**config.mk**
```make
export PLATFORM = sky130hd
export DESIGN_NAME = chstat_sequencer
export DESIGN_NICKNAME = d
export VERILOG_FILES = /design/src/rtl/chstat_pkg.sv /design/src/rtl/chstat_ctrl.sv /design/src/rtl/chstat_datapath.sv /design/src/rtl/chstat_sequencer.sv
export SDC_FILE = /design/constraint.sdc
export NUM_CORES = 1
export LEC_CHECK = 0
export ABC_AREA = 1
export BUFFER_PORTS_ARGS = -buffer_cell sky130_fd_sc_hd__buf_2
export CORE_MARGIN = 2
export CORE_UTILIZATION = 50
export CTS_BUF_LIST = sky130_fd_sc_hd__clkbuf_8
export CTS_CLUSTER_DIAMETER = 100
export DETAILED_ROUTE_END_ITERATION = 7
export PLACE_DENSITY = 0.73
export SLEW_MARGIN = 20
export SYNTH_ARGS = -nofsm -noshare
export SYNTH_HDL_FRONTEND = slang
export SYNTH_SLANG_ARGS = --single-unit
```
**constraint.sdc**
```tcl
create_clock -name clk -period 1.75 [get_ports clk]
set_input_delay 0.2625 -clock clk [delete_from_list [all_inputs] [get_ports clk]]
set_output_delay 0.2625 -clock clk [all_outputs]
set_load 0.01 [all_outputs]
```
**src/rtl/chstat_pkg.sv**
```systemverilog
package chstat_pkg;

  // Width of the status field that carries data; its layout is fixed.
  localparam int STATUS_BITS = 40;
  localparam int SEL_W       = $clog2(STATUS_BITS);

  typedef struct packed {
    logic       nonPcm;
    logic [7:0] category;
    logic [3:0] sourceNum;
    logic [3:0] chanNumA;
    logic [3:0] chanNumB;
    logic       maxLen24;
    logic [2:0] wordLenCode;
  } csConfig_t;

  // Strobes from the sequencing control to the status datapath.
  typedef struct packed {
    logic             loadCfg;
    logic             inWindow;
    logic [SEL_W-1:0] bitSel;
  } seqStrobes_t;

endpackage

```
**src/rtl/chstat_ctrl.sv**
```systemverilog
module chstat_ctrl
  import chstat_pkg::*;
#(
  parameter int BLOCK_FRAMES = 192
) (
  input  logic        clk,
  input  logic        rstN,
  input  logic        frameAdv,
  output seqStrobes_t strb,
  output logic        blockStart
);

  localparam int FRAME_W = $clog2(BLOCK_FRAMES);
  localparam logic [FRAME_W-1:0] LAST_FRAME = FRAME_W'(BLOCK_FRAMES - 1);
  localparam logic [FRAME_W-1:0] WIN_END    = FRAME_W'(STATUS_BITS);

  logic [FRAME_W-1:0] frameIdx;

  // Reset parks the counter on the last frame so that the first advance opens a block.
  always_ff @(posedge clk) begin
    if (!rstN) begin
      frameIdx <= LAST_FRAME;
    end else if (frameAdv) begin
      frameIdx <= (frameIdx == LAST_FRAME) ? '0 : frameIdx + FRAME_W'(1);
    end
  end

  always_comb begin
    strb.loadCfg  = frameAdv && (frameIdx == LAST_FRAME);
    strb.inWindow = rstN && (frameIdx < WIN_END);
    strb.bitSel   = SEL_W'(frameIdx);
    blockStart    = rstN && (frameIdx == '0);
  end

endmodule

```
**src/rtl/chstat_datapath.sv**
```systemverilog
module chstat_datapath
  import chstat_pkg::*;
(
  input  logic        clk,
  input  logic        rstN,
  input  csConfig_t   cfgIn,
  input  seqStrobes_t strb,
  output logic        cBitA,
  output logic        cBitB
);

  localparam int PAD_W = 2 ** SEL_W;

  csConfig_t shadow;

  always_ff @(posedge clk) begin
    if (!rstN) begin
      shadow <= '0;
    end else if (strb.loadCfg) begin
      shadow <= cfgIn;
    end
  end

  function automatic logic [STATUS_BITS-1:0] buildWord(csConfig_t c, logic [3:0] chan);
    logic [STATUS_BITS-1:0] w;
    w        = '0;
    w[1]     = c.nonPcm;
    w[15:8]  = c.category;
    w[19:16] = c.sourceNum;
    w[23:20] = chan;
    w[32]    = c.maxLen24;
    w[35:33] = c.wordLenCode;
    return w;
  endfunction

  logic [PAD_W-1:0] wordA;
  logic [PAD_W-1:0] wordB;

  always_comb begin
    wordA = PAD_W'(buildWord(shadow, shadow.chanNumA));
    wordB = PAD_W'(buildWord(shadow, shadow.chanNumB));
    cBitA = strb.inWindow & wordA[strb.bitSel];
    cBitB = strb.inWindow & wordB[strb.bitSel];
  end

endmodule

```
**src/rtl/chstat_sequencer.sv**
```systemverilog
module chstat_sequencer
  import chstat_pkg::*;
#(
  parameter int BLOCK_FRAMES = 192
) (
  input  logic       clk,
  input  logic       rstN,
  input  logic       frameAdv,
  input  logic       nonPcm,
  input  logic [7:0] category,
  input  logic [3:0] sourceNum,
  input  logic [3:0] chanNumA,
  input  logic [3:0] chanNumB,
  input  logic       maxLen24,
  input  logic [2:0] wordLenCode,
  output logic       blockStart,
  output logic       cBitA,
  output logic       cBitB
);

  csConfig_t   cfgLive;
  seqStrobes_t strb;

  always_comb begin
    cfgLive.nonPcm      = nonPcm;
    cfgLive.category    = category;
    cfgLive.sourceNum   = sourceNum;
    cfgLive.chanNumA    = chanNumA;
    cfgLive.chanNumB    = chanNumB;
    cfgLive.maxLen24    = maxLen24;
    cfgLive.wordLenCode = wordLenCode;
  end

  chstat_ctrl #(.BLOCK_FRAMES(BLOCK_FRAMES)) u_ctrl (
    .clk(clk), .rstN(rstN), .frameAdv(frameAdv), .strb(strb), .blockStart(blockStart)
  );

  chstat_datapath u_dp (
    .clk(clk), .rstN(rstN), .cfgIn(cfgLive), .strb(strb), .cBitA(cBitA), .cBitB(cBitB)
  );

endmodule

```
==> results.yml, run 1 <==
final_layout:
  final_util_pct: 62.5
  diodes: 0
  final_layout_size_suffix_gt1_share_pct: 23.6
  n_fill_cell: 311
  area_growth_syn_to_layout_pct: 17.1
  layout.nets: 292
  design_area_sq_um: 1920
timing:
  postLayoutSetupSlackWorst_ns: -0.0853
  fin_crit_sh_pct: 105
  rsz0062_at_grt: "true"
  slew_headroom_pct: 81.5
  fin_crit_ns: 1.84
  hold_violations: 0
  setup_violations: 2
  worst_pin_slew_ns: 0.276
  timing.fmax_mhz: 545
  finClkSkew_ns: 0.00244
  maxSlewViolCount: 0
clocking:
  cts.sinks: 33
  cts_max_level: 2
  cts_tree: "built"
  cts_buffers: 5
  clk_transition_reported_paths_ns: 0.06
  clock_latency_ns: 0.28
  hold_buffers: 0
  cts_root_buf: "clkbuf_8"
  cts_max_path_buffers: 2
floorplan:
  die-height_um: 61.3
  ios: 31
  die_w_um: 61.3
  start_util_pct: 53.3
  core.rowCount: 20
  core_sq_um: 3080
  die_area_sq_um: 3760
status:
  status: "finished, violations left"
  violations: "negative setup slack"
grt:
  grt_pass1_wl_mm: 5.74
  grt_use_met3_pct: 6.51
  overflow: 0
  top_usage_layer: "met2"
  grt_pass1_vias: 1374
  antenna_found_initial: 0
  grt_max_degree: 42
  met2_usage_pct: 34.3
  grt_use_total_pct: 20.7
  globalRouteMet1Util_pct: 26.1
logic_synthesis:
  synth_top_area_cell: "dfxtp_1"
  synth_area_sq_um: 1640
  yosys_warnings: 0
  synthFlopType: "dfxtp_1"
  synth_top_cell_area_share_pct: 40.2
  synth_area_leaders: "dfxtp_1, nand2_1, nor2_1"
  seq_area_frac_synth_pct: 40.2
  synthArstFlopShare_pct: 0
  synth.most_common_cell: "nand2_1"
  ys_types: 29
  syn_area_per_cell_sq_um: 7.17
  synth_commonest_cells: "nand2_1, nor2_1, dfxtp_1, o21ai_1, inv_1"
  synth_cells: 229
  synth-edff-count: 0
  ys_seq_elements: 33
  synth_nets: 259
route:
  avgViaCountPerCell: 5.06
  detail_route.wl_per_cell_um: 11.0
  drtPass1Iterations: 4
  num_vias: 1554
  antenna_left: 0
  drt-initial-drc-count: 65
  drt-total-wl_mm: 3.38
  drc: 0
worst_setup_path:
  ff2ff_setup_slack_ns: 0.15
  reg2regPathDepth: 8
  r2r_end: "u_dp.shadow[10]$_SDFFE_PN0P_"
  crit_path_start: "u_ctrl.frameIdx[0]$_SDFFE_PN1P_"
  arrival_ns: 1.57
  crit_fanout: 5
  critPathKind: "reg -> out"
  critPathCaptureType: "output port"
  r2r_start: "u_ctrl.frameIdx[0]$_SDFFE_PN1P_"
  required_ns: 1.49
  crit_path_start_kind: "register"
flow_run:
  drv_cap: 0
hold_path:
  holdCritStartpoint: "wordLenCode[2]"
  worstHoldPathType: "in -> reg"
  hold_depth: 3
  min_to: "u_dp.shadow[2]$_SDFFE_PN0P_"
placement:
  dpl_cell_area_sq_um: 1800
  io_buffers: 30
  place_congestion: 0.852
  dp_hpwl_mm: 2.48
power_and_ir_drop:
  irDropWorstVdd_v: 0.000648
  p_leak_nw: 0.910
  power.density_nw_per_um2: 1060
## cell usage in the layout, fill, tap and decap left out, types with 4 or more instances in the layout
cell and n:
a21oi_1 17, buf_2 30, buf_4 7, clkbuf_8 5
dfxtp_1 31, inv_1 22, inv_2 4, nand2_1 40
nand3_1 7, nand4_1 4, nor2_1 36, o211ai_1 4
o21ai_0 6, o21ai_1 26
## per-layer routing
layer  part of all wire, %  routed length, um
met5                     0                  0
met4                  0.62                 21
met3                   5.4                183
met2                    47               1580
met1                    47               1600
## worst max-delay path: stages (launching register included)
cell and delay (ns):
dfxtp_4 0.37, buf_6 0.11, nor2_2 0.04, nor2_1 0.08, o21ai_1 0.07, nand2_1 0.09
nand2_2 0.06, nand2_1 0.06, nand2_1 0.04, nand2_1 0.06, nand2_1 0.06, a21oi_2 0.12
buf_2 0.14
## logic make-up after synthesis
logic type / synth area share, %
buffers and inverters: 12.3
adders and majority gates: 1.52
AOI/OAI and AO/OA: 19.4
xor gates and xnor gates: 1.07
DFF: 40.2
and+or+nand+nor: 25.5
## area by class of cell
class                   count  area [sq um]  area share (%)
flip-flops and latches     33           666            34.6
multi-input cells         158           803            41.8
repair buffers             38           214            11.1
clock buffers               5          68.8            3.58
clock inverters             3          13.8           0.716
inverters                  26           103            5.34
well taps                  44          55.1            2.86
## per-stage QoR
stage	total power, mW	setup TNS [ns]	hold WS (ns)	setup WS [ns]	cells
floorplan	1.41	0	0.376	0.269	229
finish	2.04	-0.155	0.215	-0.0853	307
CTS	2.04	-0.189	0.211	-0.0957	307
detailed placement	1.50	0	0.445	0.0927	298
global placement	1.49	0	0.443	0.141	298
global route	2.19	-0.461	0.218	-0.240	307
## worst max-delay path by stage
stage            end  slack, ns  cells after the start
6_report       cBitB      -0.09                     12
3_3_place_gp   cBitB       0.14                     12
5_1_grt        cBitA      -0.24                     12
4_1_cts        cBitB       -0.1                     12
2_1_floorplan  cBitA       0.27                     11
3_5_place_dp   cBitB       0.09                     12
## registers in the layout, summed over array words and instances (netlist names)
| signal | count |
|---|---|
| u_ctrl.frameIdx | 8 |
| u_dp.shadow | 25 |
## power breakdown
| part | switching, mW | internal, mW | leakage, nW |
|---|---|---|---|
| logic | 0.345 | 0.217 | 0.590 |
| registers | 0.0764 | 0.872 | 0.270 |
| clock network | 0.259 | 0.269 | 0.0491 |
## repair_timing
action,in CTS,in global routing
cloned,0,0
pin swaps,3,3
setup endpoints to repair,2,13
gates resized for setup,4,5
setup buffers,1,0
No activity file was read; power rests on OpenSTA's default activity.
==> run 2, diff against run 1 <==
--- a/config.mk
+++ b/config.mk
@@ -7,6 +7,7 @@
 export LEC_CHECK = 0
 export ABC_AREA = 1
 export BUFFER_PORTS_ARGS = -buffer_cell sky130_fd_sc_hd__buf_2
+export CORE_ASPECT_RATIO = 0.9
 export CORE_MARGIN = 2
 export CORE_UTILIZATION = 50
 export CTS_BUF_LIST = sky130_fd_sc_hd__clkbuf_8
==> results.yml, run 2 (synthesis results as in run 1) <==
worst_setup_path:
  arrival_ns: 1.65
  critPathCaptureType: "output port"
  ff2ff_setup_slack_ns: 0.15
  worst_path_dominant_cell_family: "simple AND/OR/NAND/NOR gates"
  max_stage_delay_ns: 0.35
  critPathKind: "reg -> out"
  path_cells: "buf_6 > buf_6 > nand2_2 > nand2_1 > nand2_1 > nand2_1 > nand2_2 > nand2_2 > nand2_1 > nand2_1 > a21oi_1 > buf_2"
  crit_fanout: 5
  cp.buffers_inverters: 3
  required_ns: 1.49
  crit_path_start: "u_ctrl.frameIdx[0]$_SDFFE_PN1P_"
  crit_top_cell: "nand2_1"
  r2r_start: "u_ctrl.frameIdx[0]$_SDFFE_PN1P_"
  cp_slowest_cell: "dfxtp_4"
  crit_path_start_kind: "register"
grt:
  grt_max_degree: 42
  grt_pass1_vias: 1521
  grt_pass1_wl_mm: 6.43
  overflow: 0
  grt_use_total_pct: 22.6
  antenna_found_initial: 0
power_and_ir_drop:
  irDropWorstVdd_v: 0.000590
  power.share.clock_pct: 26.7
  power_frac_seq_pct: 44.8
  power.density_nw_per_um2: 1070
  combinationalPowerShare_pct: 28.5
  swShare_pct: 33.6
  power.switching_uw: 714
  p_leak_nw: 0.923
  internal_power_mw: 1.41
route:
  drtPass1Iterations: 4
  top_layer: "met4"
  drc: 0
  drt-total-wl_mm: 3.69
  route.met3.wl_um: 180
  wl_met1_mm: 1.65
  wl_met2_mm: 1.78
  avgViaCountPerCell: 5.16
  drt-initial-drc-count: 108
  num_vias: 1573
  antenna_left: 0
  detail_route.wl_per_cell_um: 12.1
floorplan:
  die-height_um: 58.4
  core.rowCount: 19
  die_area_sq_um: 3760
  ios: 31
  start_util_pct: 53.1
  core_sq_um: 3090
  die_w_um: 64.4
timing:
  holdWs_ns: 0.206
  postLayoutSetupSlackWorst_ns: -0.165
  hold_violations: 0
  fin_crit_sh_pct: 109
  rsz0062_at_grt: "true"
  slew_headroom_pct: 79.2
  tns_ns: -0.304
  worst_pin_slew_ns: 0.312
  setup_violations: 3
  timing.fmax_mhz: 522
  maxSlewViolCount: 0
  fin_crit_ns: 1.91
  finClkSkew_ns: 0.00392
final_layout:
  largest_reg_flops: 25
  area_growth_syn_to_layout_pct: 21.1
  biggestRegsByFlops: "u_dp.shadow: 25 flops, u_ctrl.frameIdx: 8 flops"
  diodes: 0
  final_cells: 305
  layout_common_cells: "nor2_1, nand2_1, buf_2, dfxtp_1, o21ai_1"
  largest-register: "u_dp.shadow"
  final_layout_size_suffix_gt1_share_pct: 28.1
  final_util_pct: 64.3
  layout.nets: 293
  final_common_cell: "nor2_1"
clocking:
  cts.sinks: 33
  clock_latency_ns: 0.29
  cts_root_buf: "clkbuf_8"
  cts_buffers: 5
  clk_transition_reported_paths_ns: 0.06
  cts_max_path_buffers: 2
  cts_max_level: 2
  cts_tree: "built"
  hold_buffers: 0
hold_path:
  holdCritStartpoint: "wordLenCode[1]"
  worstHoldPathType: "in -> reg"
placement:
  io_buffers: 30
  place_congestion: 0.810
  dp_hpwl_mm: 2.45
  place_ws_ns: 0.0326
  dp.cells: 292
status:
  violations: "negative setup slack"
  status: "finished, violations left"
flow_run:
  drv_cap: 0
## run 2: changes by cell type in the layout (fill, tap and decap cells not counted), sizes merged
cell	previous run	this run
clkinv	2	0
clkbuf	5	6
buf	38	39
## run 2: routing by layer
metal | global-route usage [%] | vias up
met2 | 38.5 | 31
met4 | 6.69 | 0
li1 | - | 814
met1 | 27.2 | 720
met5 | 0 | -
met3 | 8.03 | 8
## run 2: layout make-up
class                           instances  area [sq um]
Fill cell                             302          1100
Timing Repair Buffer                   39           226
Inverter                               26           113
Clock inverter                          1          3.75
Sequential cell                        33           668
Clock buffer                            6          82.6
Tap cell                               42          52.6
Multi-Input combinational cell        158           842
## run 2: worst paths after layout
path	end	cells after the start
worst min-delay path	u_dp.shadow[1]$_SDFFE_PN0P_	3
worst max-delay path	cBitB	12
worst max register to register	u_dp.shadow[17]$_SDFFE_PN0P_	7
worst min register to register	u_dp.shadow[17]$_SDFFE_PN0P_	2
## run 2: repair_timing
item / CTS / global route
gates cloned: 1 / 0
buffers inserted: 5 / 0
setup endpoints to repair: 3 / 30
pin swaps: 10 / 6
gates resized for setup: 22 / 6
## run 2: power groups by stage
stage | Clock [mW] | Sequential (mW) | Combinational, mW
2_1_floorplan | 0 | 0.935 | 0.473
3_3_place_gp | 0 | 0.959 | 0.525
3_5_place_dp | 0 | 0.964 | 0.528
4_1_cts | 0.577 | 0.949 | 0.584
5_1_grt | 0.616 | 0.962 | 0.697
6_report | 0.566 | 0.951 | 0.606
## run 2: worst min-delay path, delay by kind of cell
family | cells | cell delay, ns
simple gates | 1 | 0.07
compound gates | 1 | 0.05
buf+inv | 1 | 0.07
## run 2: through the flow
step | area, sq um | power [mW]
final | 1990 | 2.12
after global routing | 1990 | 2.27
after CTS | 1970 | 2.11
after detailed placement | 1770 | 1.49
after global placement | 1770 | 1.48
after floorplan | 1640 | 1.41
==> run 3, diff against run 2 <==
--- a/config.mk
+++ b/config.mk
@@ -5,7 +5,6 @@
 export SDC_FILE = /design/constraint.sdc
 export NUM_CORES = 1
 export LEC_CHECK = 0
-export ABC_AREA = 1
 export BUFFER_PORTS_ARGS = -buffer_cell sky130_fd_sc_hd__buf_2
 export CORE_ASPECT_RATIO = 0.9
 export CORE_MARGIN = 2
==> results.yml, run 3 <==
grt:
  grt_pass1_wl_mm: 5.87
  antenna_found_initial: 0
  grt_use_total_pct: 20.8
  grt_pass1_vias: 1293
  grt_max_degree: 34
  overflow: 0
final_layout:
  layout.nets: 235
  biggestRegsByFlops: "u_dp.shadow: 25 flops, u_ctrl.frameIdx: 8 flops"
  largest_reg_flops: 25
  final_layout_size_suffix_gt1_share_pct: 38.3
  layout_common_cells: "dfxtp_1, buf_2, mux2i_1"
  seqCellArea_sq_um: 668
  multiInputGateArea_sq_um: 923
  largest-register: "u_dp.shadow"
  n_fill_cell: 239
  area_growth_syn_to_layout_pct: 30.2
  design_area_sq_um: 2130
  diodes: 0
  final_common_cell: "dfxtp_1"
power_and_ir_drop:
  power.switching_uw: 652
  swShare_pct: 29.6
  internal_power_mw: 1.55
  power.density_nw_per_um2: 1040
  power.share.clock_pct: 23.6
  power_frac_seq_pct: 42.8
  p_leak_nw: 0.896
  irDropWorstVdd_v: 0.000629
  combinationalPowerShare_pct: 33.6
worst_setup_path:
  critPathKind: "reg -> out"
  crit_fanout: 5
  crit_path_start: "u_ctrl.frameIdx[1]$_SDFFE_PN1P_"
  crit_path_start_kind: "register"
  reg2regPathDepth: 8
  r2r_start: "u_ctrl.frameIdx[1]$_SDFFE_PN1P_"
  r2r_end: "u_dp.shadow[24]$_SDFFE_PN0P_"
  endpoint: "cBitB"
  critPathCaptureType: "output port"
  required_ns: 1.49
  ff2ff_setup_slack_ns: -0.20
  arrival_ns: 1.85
logic_synthesis:
  synthArstFlopShare_pct: 0
  synth-edff-count: 0
  ys_seq_elements: 33
  synth_area_sq_um: 1630
  synth_area_leaders: "dfxtp_1, mux2i_1, nor2b_1"
  seq_area_frac_synth_pct: 40.4
  synth_top_cell_area_share_pct: 40.4
  yosys_warnings: 0
  synth_nets: 182
  synth_cells: 152
  synth_commonest_cells: "dfxtp_1, mux2i_1, nor2b_1, nand2_1"
  synth.most_common_cell: "dfxtp_1"
  syn_area_per_cell_sq_um: 10.8
  synthFlopType: "dfxtp_1"
  ys_types: 37
  synth_top_area_cell: "dfxtp_1"
clocking:
  cts_max_level: 2
  cts_max_path_buffers: 2
  cts_tree: "built"
  cts_buffers: 5
  hold_buffers: 0
  cts.sinks: 33
  clk_transition_reported_paths_ns: 0.06
  cts_root_buf: "clkbuf_8"
  clock_latency_ns: 0.28
route:
  drc: 0
  drtPass1Iterations: 3
  num_vias: 1279
  drt-total-wl_mm: 3.59
  detail_route.wl_per_cell_um: 14.5
  avgViaCountPerCell: 5.16
  drt-initial-drc-count: 92
  antenna_left: 0
placement:
  dpl_cell_area_sq_um: 1880
  io_buffers: 30
  place_congestion: 0.892
  dp_hpwl_mm: 2.43
timing:
  fin_crit_sh_pct: 121
  holdWs_ns: 0.239
  maxSlewViolCount: 0
  timing.fmax_mhz: 473
  postLayoutSetupSlackWorst_ns: -0.363
  slew_headroom_pct: 76.3
  worst_pin_slew_ns: 0.351
  setup_violations: 31
  fin_crit_ns: 2.11
  hold_violations: 0
  finClkSkew_ns: 0.00228
  rsz0062_at_grt: "true"
floorplan:
  die_area_sq_um: 3740
  die-height_um: 58.2
  die_w_um: 64.3
  core.rowCount: 19
  core_sq_um: 3090
  start_util_pct: 52.9
  ios: 31
flow_run:
  drv_cap: 0
hold_path:
  worstHoldPathType: "in -> reg"
status:
  status: "finished, violations left"
  violations: "negative setup slack"
-- run 3: area by class of cell --
type / instances / share of cell area [%]
multi-input cells: 107 / 43.4
flip-flops and latches: 33 / 31.4
inverters: 3 / 0.529
repair buffers: 55 / 18.5
well taps: 42 / 2.47
clock buffers: 5 / 3.23
clock inverters: 3 / 0.529
-- run 3: logic make-up (layout without fill, tap and decap cells) --
family | count (synthesis) | after routing | share of synthesized area [%]
AO/OA/AOI/OAI | 15 | 15 | 6.28
XOR/XNOR | 4 | 4 | 2.14
adder cells (fa/ha/maj) | 2 | 2 | 1.53
buffers and inverters | 12 | 66 | 5.44
flip-flops | 33 | 33 | 40.4
multiplexers | 33 | 33 | 23.4
AND/OR/NAND/NOR | 53 | 53 | 20.8
-- run 3: critical path: stages, from the launching register on --
cell and delay (ns):
dfxtp_4 0.39, mux2_4 0.30, a311o_1 0.34, o211ai_1 0.28, nand2_1 0.10, buf_2 0.15
-- run 3: metrics by stage --
stage / setup TNS [ns] / power (mW) / std cells / utilization [%] / setup slack (ns)
after global routing: -7.02 / 2.32 / 248 / 68.9 / -0.415
final: -4.23 / 2.20 / 248 / 68.9 / -0.363
after floorplan: 0 / 1.38 / 152 / - / 0.0161
after CTS: -4.93 / 2.18 / 248 / 68.0 / -0.359
after global placement: -3.32 / 1.50 / 230 / 60.9 / -0.140
after detailed placement: -5.23 / 1.53 / 230 / 60.9 / -0.217
-- run 3: what timing repair did --
item	4_1_cts	5_1_grt
cloned	1	0
pin swaps	7	4
buffers inserted	9	0
setup endpoints to repair	32	33
gates resized for setup	15	8
-- run 3: worst min path at each step --
| stage | startpoint | end | slack (ns) | cells after the start |
|---|---|---|---|---|
| after floorplan | frameAdv | u_ctrl.frameIdx[1]$_SDFFE_PN1P_ | 0.39 | 2 |
| after global placement | u_dp.shadow[18]$_SDFFE_PN0P_ | u_dp.shadow[18]$_SDFFE_PN0P_ | 0.50 | 2 |
| after detailed placement | u_dp.shadow[18]$_SDFFE_PN0P_ | u_dp.shadow[18]$_SDFFE_PN0P_ | 0.50 | 2 |
| after CTS | sourceNum[0] | u_dp.shadow[12]$_SDFFE_PN0P_ | 0.24 | 3 |
| after global routing | maxLen24 | u_dp.shadow[3]$_SDFFE_PN0P_ | 0.26 | 3 |
| final | category[0] | u_dp.shadow[16]$_SDFFE_PN0P_ | 0.24 | 3 |
-- run 3: power groups by stage --
stage               clock network [mW]  registers [mW]  logic [mW]
floorplan                            0           0.927       0.457
global placement                     0           0.950       0.550
detailed placement                   0           0.954       0.574
CTS                              0.532           0.939       0.711
global route                     0.563           0.957       0.803
finish                           0.521           0.943       0.740
-- run 3: layer usage --
layer | track usage, % | vias to the layer above | wire length, um
li1 | - | 646 | -
met1 | 25.0 | 608 | 1650
met2 | 35.9 | 20 | 1780
met3 | 5.24 | 5 | 118
met4 | 8.21 | 0 | 43
met5 | 0 | - | 0
